==> src/rtl/sar_seq_pkg.sv <==
package sar_seq_pkg;

    localparam int RES_W = 18;

    // Bus width selections
    localparam logic [1:0] BUS_FULL = 2'b00;
    localparam logic [1:0] BUS_WORD = 2'b01;

    typedef enum logic [1:0] {
        ST_IDLE = 2'd0,
        ST_CNV  = 2'd1,
        ST_RD   = 2'd2,
        ST_WAIT = 2'd3
    } seq_st_e;

    // Index of the final strobe for a bus mode
    function automatic logic [1:0] last_word(input logic [1:0] mode);
        if (mode == BUS_FULL)      return 2'd0;
        else if (mode == BUS_WORD) return 2'd1;
        else                       return 2'd2;
    endfunction

    // Number of result bits carried by strobe idx, most significant first
    function automatic logic [4:0] lane_bits(input logic [1:0] mode, input logic [1:0] idx);
        if (mode == BUS_FULL)      return 5'(RES_W);
        else if (mode == BUS_WORD) return (idx == 2'd0) ? 5'd16 : 5'(RES_W - 16);
        else                       return (idx == 2'd0) ? 5'(RES_W - 16) : 5'd8;
    endfunction

endpackage

==> src/rtl/sar_rate_timer.sv <==
module sar_rate_timer #(
    parameter int PW         = 16,
    parameter int MIN_PERIOD = 88
) (
    input  logic          clk_i,
    input  logic          rst_ni,
    input  logic          run_i,
    input  logic [PW-1:0] period_i,
    output logic          tick_o
);
    localparam logic [PW-1:0] MIN_P = PW'(MIN_PERIOD);

    logic [PW-1:0] eff_period;
    logic [PW-1:0] cnt_d, cnt_q;

    always_comb begin
        eff_period = (period_i < MIN_P) ? MIN_P : period_i;
        tick_o     = run_i && (cnt_q >= eff_period - 1'b1);
        if (!run_i)      cnt_d = '0;
        else if (tick_o) cnt_d = '0;
        else             cnt_d = cnt_q + 1'b1;
    end

    always_ff @(posedge clk_i or negedge rst_ni) begin
        if (!rst_ni) cnt_q <= '0;
        else         cnt_q <= cnt_d;
    end

endmodule

==> src/rtl/sar_rd_engine.sv <==
module sar_rd_engine
    import sar_seq_pkg::*;
#(
    parameter int RD_LOW = 2
) (
    input  logic             clk_i,
    input  logic             rst_ni,
    input  logic             clear_i,
    input  logic             start_i,
    input  logic [1:0]       mode_i,
    input  logic [RES_W-1:0] data_i,
    output logic             cs_no,
    output logic             rd_no,
    output logic             done_o,
    output logic [RES_W-1:0] word_o
);
    localparam int CW = $clog2(RD_LOW + 1);

    typedef struct packed {
        logic             active;
        logic             low;
        logic [CW-1:0]    cnt;
        logic [1:0]       idx;
        logic [RES_W-1:0] acc;
        logic             done;
    } rd_s;

    rd_s q, d;
    logic [4:0]       lane_w;
    logic [RES_W-1:0] lane_mask;

    always_comb begin
        lane_w = lane_bits(mode_i, q.idx);
        for (int i = 0; i < RES_W; i++) lane_mask[i] = (i < int'(lane_w));

        d      = q;
        d.done = 1'b0;
        if (clear_i) begin
            d.active = 1'b0;
            d.low    = 1'b0;
        end else if (!q.active) begin
            if (start_i) begin
                d.active = 1'b1;
                d.low    = 1'b1;
                d.cnt    = CW'(RD_LOW - 1);
                d.idx    = 2'd0;
                d.acc    = '0;
            end
        end else if (q.low) begin
            if (q.cnt == '0) begin
                // Capture on the last strobe-low cycle, then release
                d.acc = (q.acc << lane_w) | (data_i & lane_mask);
                d.low = 1'b0;
                if (q.idx == last_word(mode_i)) begin
                    d.active = 1'b0;
                    d.done   = 1'b1;
                end else begin
                    d.idx = q.idx + 2'd1;
                end
            end else begin
                d.cnt = q.cnt - 1'b1;
            end
        end else begin
            // One-cycle gap with chip-select held, then next strobe
            d.low = 1'b1;
            d.cnt = CW'(RD_LOW - 1);
        end
    end

    always_ff @(posedge clk_i or negedge rst_ni) begin
        if (!rst_ni) q <= '0;
        else         q <= d;
    end

    assign cs_no  = ~q.active;
    assign rd_no  = ~q.low;
    assign done_o = q.done;
    assign word_o = q.acc;

endmodule

==> src/rtl/sar_code_map.sv <==
module sar_code_map
    import sar_seq_pkg::*;
(
    input  logic [1:0]       mode_i,
    input  logic             straight_i,
    input  logic [RES_W-1:0] raw_i,
    output logic [RES_W-1:0] tc_o
);
    logic flip_msb;

    always_comb begin
        flip_msb = (mode_i == BUS_FULL) || straight_i;
        tc_o     = {raw_i[RES_W-1] ^ flip_msb, raw_i[RES_W-2:0]};
    end

endmodule

==> src/rtl/sar_seq_top.sv <==
module sar_seq_top
    import sar_seq_pkg::*;
#(
    parameter int PW         = 16,
    parameter int MIN_PERIOD = 88,
    parameter int CNV_LOW    = 2,
    parameter int RD_LOW     = 2
) (
    input  logic             clk_i,
    input  logic             rst_ni,
    input  logic             run_i,
    input  logic [PW-1:0]    period_i,
    input  logic [1:0]       bus_mode_i,
    input  logic             rd_during_i,
    input  logic             straight_i,
    input  logic             pd_i,
    input  logic             abort_i,
    input  logic             adc_busy_i,
    input  logic [RES_W-1:0] adc_data_i,
    output logic             adc_cnv_no,
    output logic             adc_cs_no,
    output logic             adc_rd_no,
    output logic             adc_rst_o,
    output logic             adc_pd_o,
    output logic             res_valid_o,
    output logic [RES_W-1:0] res_data_o,
    output logic             overrun_o
);
    localparam int CCW = $clog2(CNV_LOW + 1);

    typedef struct packed {
        seq_st_e          st;
        logic [CCW-1:0]   cnt;
        logic             seen;
        logic             pending;
        logic             rd_after;
        logic             cnv_low;
        logic             valid;
        logic [RES_W-1:0] data;
        logic             ovr;
        logic             rst_o;
        logic             pd_o;
    } seq_s;

    seq_s             q, d;
    logic             tick, rd_start, rd_done;
    logic [RES_W-1:0] rd_word, tc_word;

    sar_rate_timer #(.PW(PW), .MIN_PERIOD(MIN_PERIOD)) timer_i (
        .clk_i    (clk_i),
        .rst_ni   (rst_ni),
        .run_i    (run_i),
        .period_i (period_i),
        .tick_o   (tick)
    );

    sar_rd_engine #(.RD_LOW(RD_LOW)) rd_i (
        .clk_i   (clk_i),
        .rst_ni  (rst_ni),
        .clear_i (abort_i),
        .start_i (rd_start),
        .mode_i  (bus_mode_i),
        .data_i  (adc_data_i),
        .cs_no   (adc_cs_no),
        .rd_no   (adc_rd_no),
        .done_o  (rd_done),
        .word_o  (rd_word)
    );

    sar_code_map map_i (
        .mode_i     (bus_mode_i),
        .straight_i (straight_i),
        .raw_i      (rd_word),
        .tc_o       (tc_word)
    );

    always_comb begin
        d        = q;
        rd_start = 1'b0;
        d.valid  = 1'b0;
        d.ovr    = 1'b0;
        d.rst_o  = abort_i;
        d.pd_o   = pd_i;
        if (adc_busy_i) d.seen = 1'b1;

        if (abort_i) begin
            d.st      = ST_IDLE;
            d.cnv_low = 1'b0;
            d.pending = 1'b0;
            d.seen    = 1'b0;
        end else begin
            if (tick && !pd_i && q.st != ST_IDLE) d.ovr = 1'b1;
            case (q.st)
                ST_IDLE: begin
                    if (tick && !pd_i) begin
                        if (adc_busy_i) begin
                            d.ovr = 1'b1;
                        end else begin
                            d.cnv_low = 1'b1;
                            d.cnt     = CCW'(CNV_LOW - 1);
                            d.seen    = 1'b0;
                            d.st      = ST_CNV;
                        end
                    end
                end
                ST_CNV: begin
                    if (q.cnt == '0) begin
                        d.cnv_low = 1'b0;
                        if (rd_during_i && q.pending) begin
                            d.st       = ST_RD;
                            d.rd_after = 1'b0;
                            rd_start   = 1'b1;
                        end else begin
                            d.st = ST_WAIT;
                        end
                    end else begin
                        d.cnt = q.cnt - 1'b1;
                    end
                end
                ST_WAIT: begin
                    if (q.seen && !adc_busy_i) begin
                        if (rd_during_i) begin
                            d.pending = 1'b1;
                            d.st      = ST_IDLE;
                        end else begin
                            d.st       = ST_RD;
                            d.rd_after = 1'b1;
                            rd_start   = 1'b1;
                        end
                    end
                end
                ST_RD: begin
                    if (rd_done) begin
                        d.valid   = 1'b1;
                        d.data    = tc_word;
                        d.pending = 1'b0;
                        d.st      = q.rd_after ? ST_IDLE : ST_WAIT;
                    end
                end
                default: d.st = ST_IDLE;
            endcase
        end
    end

    always_ff @(posedge clk_i or negedge rst_ni) begin
        if (!rst_ni) q <= '0;
        else         q <= d;
    end

    assign adc_cnv_no  = ~q.cnv_low;
    assign adc_rst_o   = q.rst_o;
    assign adc_pd_o    = q.pd_o;
    assign res_valid_o = q.valid;
    assign res_data_o  = q.data;
    assign overrun_o   = q.ovr;

endmodule

==> config.mk <==
export PLATFORM = sky130hd
export DESIGN_NAME = sar_seq_top
export DESIGN_NICKNAME = d
export VERILOG_FILES = /design/src/rtl/sar_seq_pkg.sv /design/src/rtl/sar_rate_timer.sv /design/src/rtl/sar_rd_engine.sv /design/src/rtl/sar_code_map.sv /design/src/rtl/sar_seq_top.sv
export SDC_FILE = /design/constraint.sdc
export NUM_CORES = 1
export LEC_CHECK = 0
export BUFFER_PORTS_ARGS = -buffer_cell sky130_fd_sc_hd__buf_2
export CAP_MARGIN = 10
export CORE_MARGIN = 2
export CORE_UTILIZATION = 55
export DETAILED_ROUTE_END_ITERATION = 16
export PLACE_DENSITY_LB_ADDON = 0.3
export SLEW_MARGIN = 30
export SYNTH_ARGS = -nofsm -noshare
export SYNTH_HDL_FRONTEND = slang
export SYNTH_SLANG_ARGS = --single-unit
==> constraint.sdc <==
create_clock -name clk_i -period 2.4 [get_ports clk_i]
set_clock_uncertainty 0.05 [all_clocks]
set_input_delay 0.12 -clock clk_i [delete_from_list [all_inputs] [get_ports clk_i]]
set_output_delay 0.12 -clock clk_i [all_outputs]
set_load 0.02 [all_outputs]
# Word level (Yosys, flattened, before mapping)
# Index checks and enable logic that the tools add are counted.
# totals
register_bits	71
in_bits	44
# op_classes
addsub	5
order_cmp	20
eq_ne	22
shift	1
n_mux	67
bitwise_logic	7
n_reduce_logical	29
# op_table
operator	n
16-bit 2-to-1 mux	3
24-bit 2-to-1 mux	2
21-bit 2-to-1 mux	2
4-bit by 5-bit < comparator with 1-bit output, first input constant	8
2-bit 2-to-1 mux	20
19-bit 2-to-1 mux	2
5-bit 2-to-1 mux	5
1-bit 2-to-1 mux	24
3-bit by 5-bit < comparator with 1-bit output, first input constant	4
20-bit 2-to-1 mux	1
2-bit != test, second input constant	10
18-bit bitwise AND	1
3-bit != test, second input constant	6
18-bit bitwise OR	1
18-bit by 5-bit left shift with 18-bit output	1
16-bit by 1-bit adder with 16-bit output, second input constant	1
16-bit greater-or-equal comparator	1
16-bit by 7-bit < comparator with 1-bit output, second input constant	1
16-bit by 1-bit subtractor with 16-bit output, second input constant	1
5-bit AND reduction	3
4-bit AND reduction	3
2-bit zero test	5
1-bit by 5-bit < comparator with 1-bit output, first input constant	2
2-bit by 5-bit < comparator with 1-bit output, first input constant	2
21 further kinds	42

# Longest topological paths before layout
# depth
ltp_word	13
ltp_mapped	18
mapped_depth_nobuf	17

# Cells and area by module
# Synthesis repeated with hierarchy kept, for this count alone.
# unflattened
cells_unflattened	494
area_unflattened_um2	4934.7
# modules_own_cells
module	n_inst	cells_per_inst	area_per_inst_um2
sar_rd_engine	1	192	1819.2
sar_rate_timer	1	163	1500.2
sar_seq_top	1	120	1471.4
sar_code_map	1	19	143.9

# Worst setup path after synthesis
# Ideal clock, no wire load.
# synth_path
kind	input -> register
from	input port period_i[10]
to	register q[27] (netlist bit)
setup_time_ns	0.118
t_arrival_ns	3.841
slack_ns	-1.609
path_stages	17
n_path_buf	0
path_cell_list	or4_4 > nor4_4 > o21ai_1 > nand2_1 > ha_1 > nand4bb_1 > or3_1 > or2_2 > nor2_1 > xnor2_1 > ha_1 > nand4_1 > nor3_1 > nor4b_1 > o31a_1 > o21ai_0 > a21o_1
# synth_between
elab_chain_cells	8
# synth_rtl
element	line_no	rtl
start, declared	sar_seq_top.sv:12	input logic [PW-1:0] period_i,
16-bit by 7-bit < comparator with 1-bit output	sar_rate_timer.sv:17	eff_period = (period_i < MIN_P) ? MIN_P : period_i;
16-bit 2-to-1 mux *	sar_rate_timer.sv:17	
16-bit by 1-bit subtractor with 16-bit output *	sar_rate_timer.sv:18	tick_o = run_i && (cnt_q >= eff_period - 1'b1);
16-bit greater-or-equal comparator *	sar_rate_timer.sv:18	
1-bit logical AND *	sar_rate_timer.sv:18	
1-bit logical AND *	sar_seq_top.sv:95	if (tick && !pd_i) begin
2-bit != test (no source line) *	--	
5-bit AND reduction (no source line) *	--	
end signal, assigned	sar_seq_top.sv:146	if (!rst_ni) q <= '0;
end signal, assigned	sar_seq_top.sv:147	else q <= d;
end, declared	sar_seq_top.sv:45	seq_s q, d;
# Every way passes the cells marked *; elsewhere a longest branch is shown, timed or not.
# A chain may end at the register's enable or synchronous reset.

# Worst setup path after layout
# layout_path
from	input port period_i[10]
to	register q[26] (netlist bit)
# The elaborated chain is that of the path after synthesis.

==> summary.txt <==
Status
  – Status: finished with violations
  – Failing checks: setup timing

Worst setup path
  – Worst Path Required: 2.58 ns
  – CP cell instances: buf_6, or4_4, nor4_4, o21ai_2, nand2_1, ha_2, nand4bb_1, or3_4, or2_4, nor2_4, xnor2_2, ha_1, nand4_1, o21bai_1, a211o_1, o31a_1, o21ai_2, a21oi_2
  – R2R setup slack: 0.04 ns
  – Worst reg-to-reg path cell count: 11
  – Slowest CP cell: or4_4
  – Most used cell along the critical path: o21ai_2
  – CP Max Fanout: 4
  – CP Depth: 18
  – R2r startpoint: timer_i.cnt_q[0]
  – CP Launch Type: input pin
  – Reg-to-Reg End: timer_i.cnt_q[1]
  – CP Buf/Inv Count: 1
  – Top delay family on crit path: simple AND/OR/NAND/NOR gates
  – CP Capture Type: register
  – Crit-path max cell delay: between 0.5 and 0.6 ns
  – WP data arrival: 3.92 ns
  – Critical path class: input pin to register

STA
  – Fin. Hold Viols: 0
  – Least-Margin Pin Slew: 0.429 ns
  – Peak Freq: 267 MHz
  – Final setup vio count: 22
  – RSZ-0062 raised after global routing: true
  – Final Slew Violations: 0
  – Fin crit share: 156%
  – Min Tclk post-route: 3.75 ns
  – Hold WS: 0.0252 ns
  – Slew Limit Headroom: 71.3%
  – Final setup margin: -1.35 ns

Placement
  – Dpl hpwl: about 7.1 mm
  – Routability cong.: around 0.86
  – Dpl cells: roughly 610
  – I/O Buffers: 68
  – Post-DP Area: 4840 um2

CTS
  – CTS tree: built
  – Total clock sinks: 71
  – Clk buf depth: 2
  – Worst-path clk slew: roughly 0.080 ns
  – CTS Buf Count: 9
  – H-tree levels: 3
  – Clock Latency Late Sink: ~0.35 ns
  – CTS root buffer: clkbuf_8

Cells and area
  – Ant. Diodes: 0
  – Layout cells sized above 1: a little under two fifths
  – Area Growth Syn to Fin: 30.1%
  – # fillers: 538
  – Seq. cell area: 1780 um2
  – Nets: 617
  – Post-route cell area: 5530 um2
  – Post-Layout Cell Count: between 600 and 700
  – Area of the multi-input gates: 2440 um2

Synth
  – Synth warnings: 0
  – Yosys reg bits: just over 70
  – Yosys top cell by area: dfrtp_1
  – Top-area cell type share of the netlist area: 41.8%
  – Mapped Area: 4250 um2
  – Main synth FF type: dfrtp_1
  – EDFF count, synth: 0
  – Post-synth net total: just over 500
  – Post-synth ARST share: 100%
  – Syn avg cell area: 9.70 um2
  – Most common cell in the synthesized netlist: dfrtp_1
  – Mapped Cells: 438
  – Synth cell count leaders: 71 x dfrtp_1, 43 x nor2_1, 41 x nand2_1, 23 x ha_1, 21 x o21ai_0
  – Netlist cell types: 60
  – Cells taking the most area after synthesis: dfrtp_1 42%, ha_1 6.8%, mux2_2 5.0%
  – Seq/Total Area, Yosys: 41.8%

Min path
  – Class of the worst hold path: input pin to register
  – Hold EP: rd_i.word_o[9]
  – Hold Crit Start: adc_data_i[9]
  – Hold Path Cell Cnt: 3

Global route
  – Vias in the first global route: 3632
  – Pin count of the biggest net entering global routing: 72
  – Global route total overflow: 0
  – GRT Total Usage: 25.6%
  – Initial antenna violation count: 0
  – First-pass GRT wire length: 17.6 mm

Floorplan
  – IO Count: 69
  – Die span in x: 91.9 um
  – Core area: around 7600 um2
  – Starting Density: 55.8%
  – Cell Rows: 32
  – Die Height: 91.9 um
  – Die area: 8440 um2

Drt
  – Starting DRT DRC Count: 304
  – Antenna Nets Post-Route: 0
  – TritonRoute pass-1 iters: 5
  – Vias per Instance: 5.75
  – Drt total wl: between 10 and 15 mm
  – Via Count: 3781
  – Residual DRC: 0
  – DR WL/cell: 16.6 um

Pwr
  – Clock power share: between 30% and 40%
  – Sw power: ~0.0007 W
  – Switching Share: roughly 26%
  – VDD IR max: 0.000559 V
  – Internal: between 0.002 and 0.0025 W
  – Final Total Pwr: 0.00275 W
  – LEAKAGE: 2.66 nW
  – Combinational Power Share: 14.8%
  – Pwr Density: between 400 and 500 nW/um2
  – Sequential share of power: 45.5%

Run
  – Max-Cap Viols: 0
==> metal layers <==
metal | share of wire, % | global-route usage [%]
met1 | 43 | 36.7
met2 | 50 | 40.5
met3 | 5.2 | 4.19
met4 | 2.1 | 7.21
met5 | 0 | 0
==> per-stage QoR <==
stage	setup slack, ns	TNS, ns	util (%)
6_report	-1.35	-28.29	72.7
2_1_floorplan	-1.41	-29.60	-
3_5_place_dp	-1.79	-37.78	63.6
4_1_cts	-1.13	-24.00	70.5
3_3_place_gp	-1.65	-34.39	63.6
5_1_grt	-1.43	-30.36	72.7
==> cells in the final DEF (no fill, tap or decap), types with 7 or more instances in the layout <==
| cell type | count |
|---|---|
| nor2_1 | 27 |
| nor2_4 | 11 |
| mux2i_1 | 8 |
| buf_2 | 65 |
| nand3_1 | 12 |
| a21oi_1 | 14 |
| clkbuf_8 | 11 |
| o21ai_0 | 20 |
| xnor2_1 | 15 |
| nand2_1 | 39 |
| mux2_2 | 19 |
| xor2_1 | 12 |
| dfrtp_1 | 71 |
| inv_1 | 15 |
| buf_4 | 57 |
| buf_6 | 7 |
| nand4_1 | 7 |
| ha_1 | 22 |
==> flip-flops by register name, summed over array words and instances (netlist names) <==
| signal | count |
|---|---|
| res_valid_o | 1 |
| overrun_o | 1 |
| adc_rst_o | 1 |
| res_data_o | 18 |
| rd_i.q | 6 |
| rd_i.done_o | 1 |
| timer_i.cnt_q | 16 |
| adc_pd_o | 1 |
| rd_i.word_o | 18 |
| q | 8 |
==> worst reg2reg max path, cell delays in order (launching register included) <==
cell,delay (ns)
dfrtp_1,0.44
inv_1,0.08
ha_1,0.29
nand2b_1,0.15
a2111oi_2,0.31
buf_4,0.19
nor4b_4,0.04
buf_4,0.15
nor3_4,0.22
buf_4,0.16
buf_6,0.10
and3_1,0.14
==> power by group through the flow <==
stage                     Combinational, W  Sequential [W]  Clock [W]
final                             0.000408         0.00125    0.00109
after global placement            0.000329         0.00127          0
after detailed placement          0.000341         0.00127          0
after global routing              0.000445         0.00125    0.00116
after floorplan                   0.000183         0.00127          0
after CTS                         0.000380         0.00125    0.00111
==> cells by family after synthesis <==
kind of cell | Yosys count | synth area share, %
adder cells (fa/ha/maj) | 23 | 6.77
AO/OA/AOI/OAI | 90 | 14.4
multiplexers | 27 | 6.92
buffers and inverters | 49 | 6.24
AND/OR/NAND/NOR | 149 | 17.8
flip-flops | 71 | 41.8
XOR/XNOR | 29 | 5.98
==> final cells by class <==
class                           instances  area share (%)
Tap cell                              102            2.31
Timing Repair Buffer                  134            16.1
Sequential cell                        71            32.1
Clock buffer                           11            2.74
Multi-Input combinational cell        319            44.2
Inverter                               15            1.02
Clock inverter                          5            1.45
==> worst max path at each step <==
| stage | start | end | slack, ns |
|---|---|---|---|
| 2_1_floorplan | period_i[10] | timer_i.cnt_q[7] | -1.41 |
| 3_3_place_gp | period_i[10] | q[27] | -1.65 |
| 3_5_place_dp | period_i[10] | q[27] | -1.79 |
| 4_1_cts | period_i[10] | timer_i.cnt_q[11] | -1.13 |
| 5_1_grt | period_i[10] | q[26] | -1.43 |
| 6_report | period_i[10] | q[26] | -1.35 |
==> what timing repair did <==
action                                  in CTS  in global routing
gates cloned                                 1                  0
hold endpoints to repair                    74                  0
resized for setup                           26                 26
hold buffers                                 4                  0
setup buffers                               17                  7
endpoints found under the setup margin      27                 30
pin swaps                                   22                  3
No activity file was read; power rests on OpenSTA's default activity.
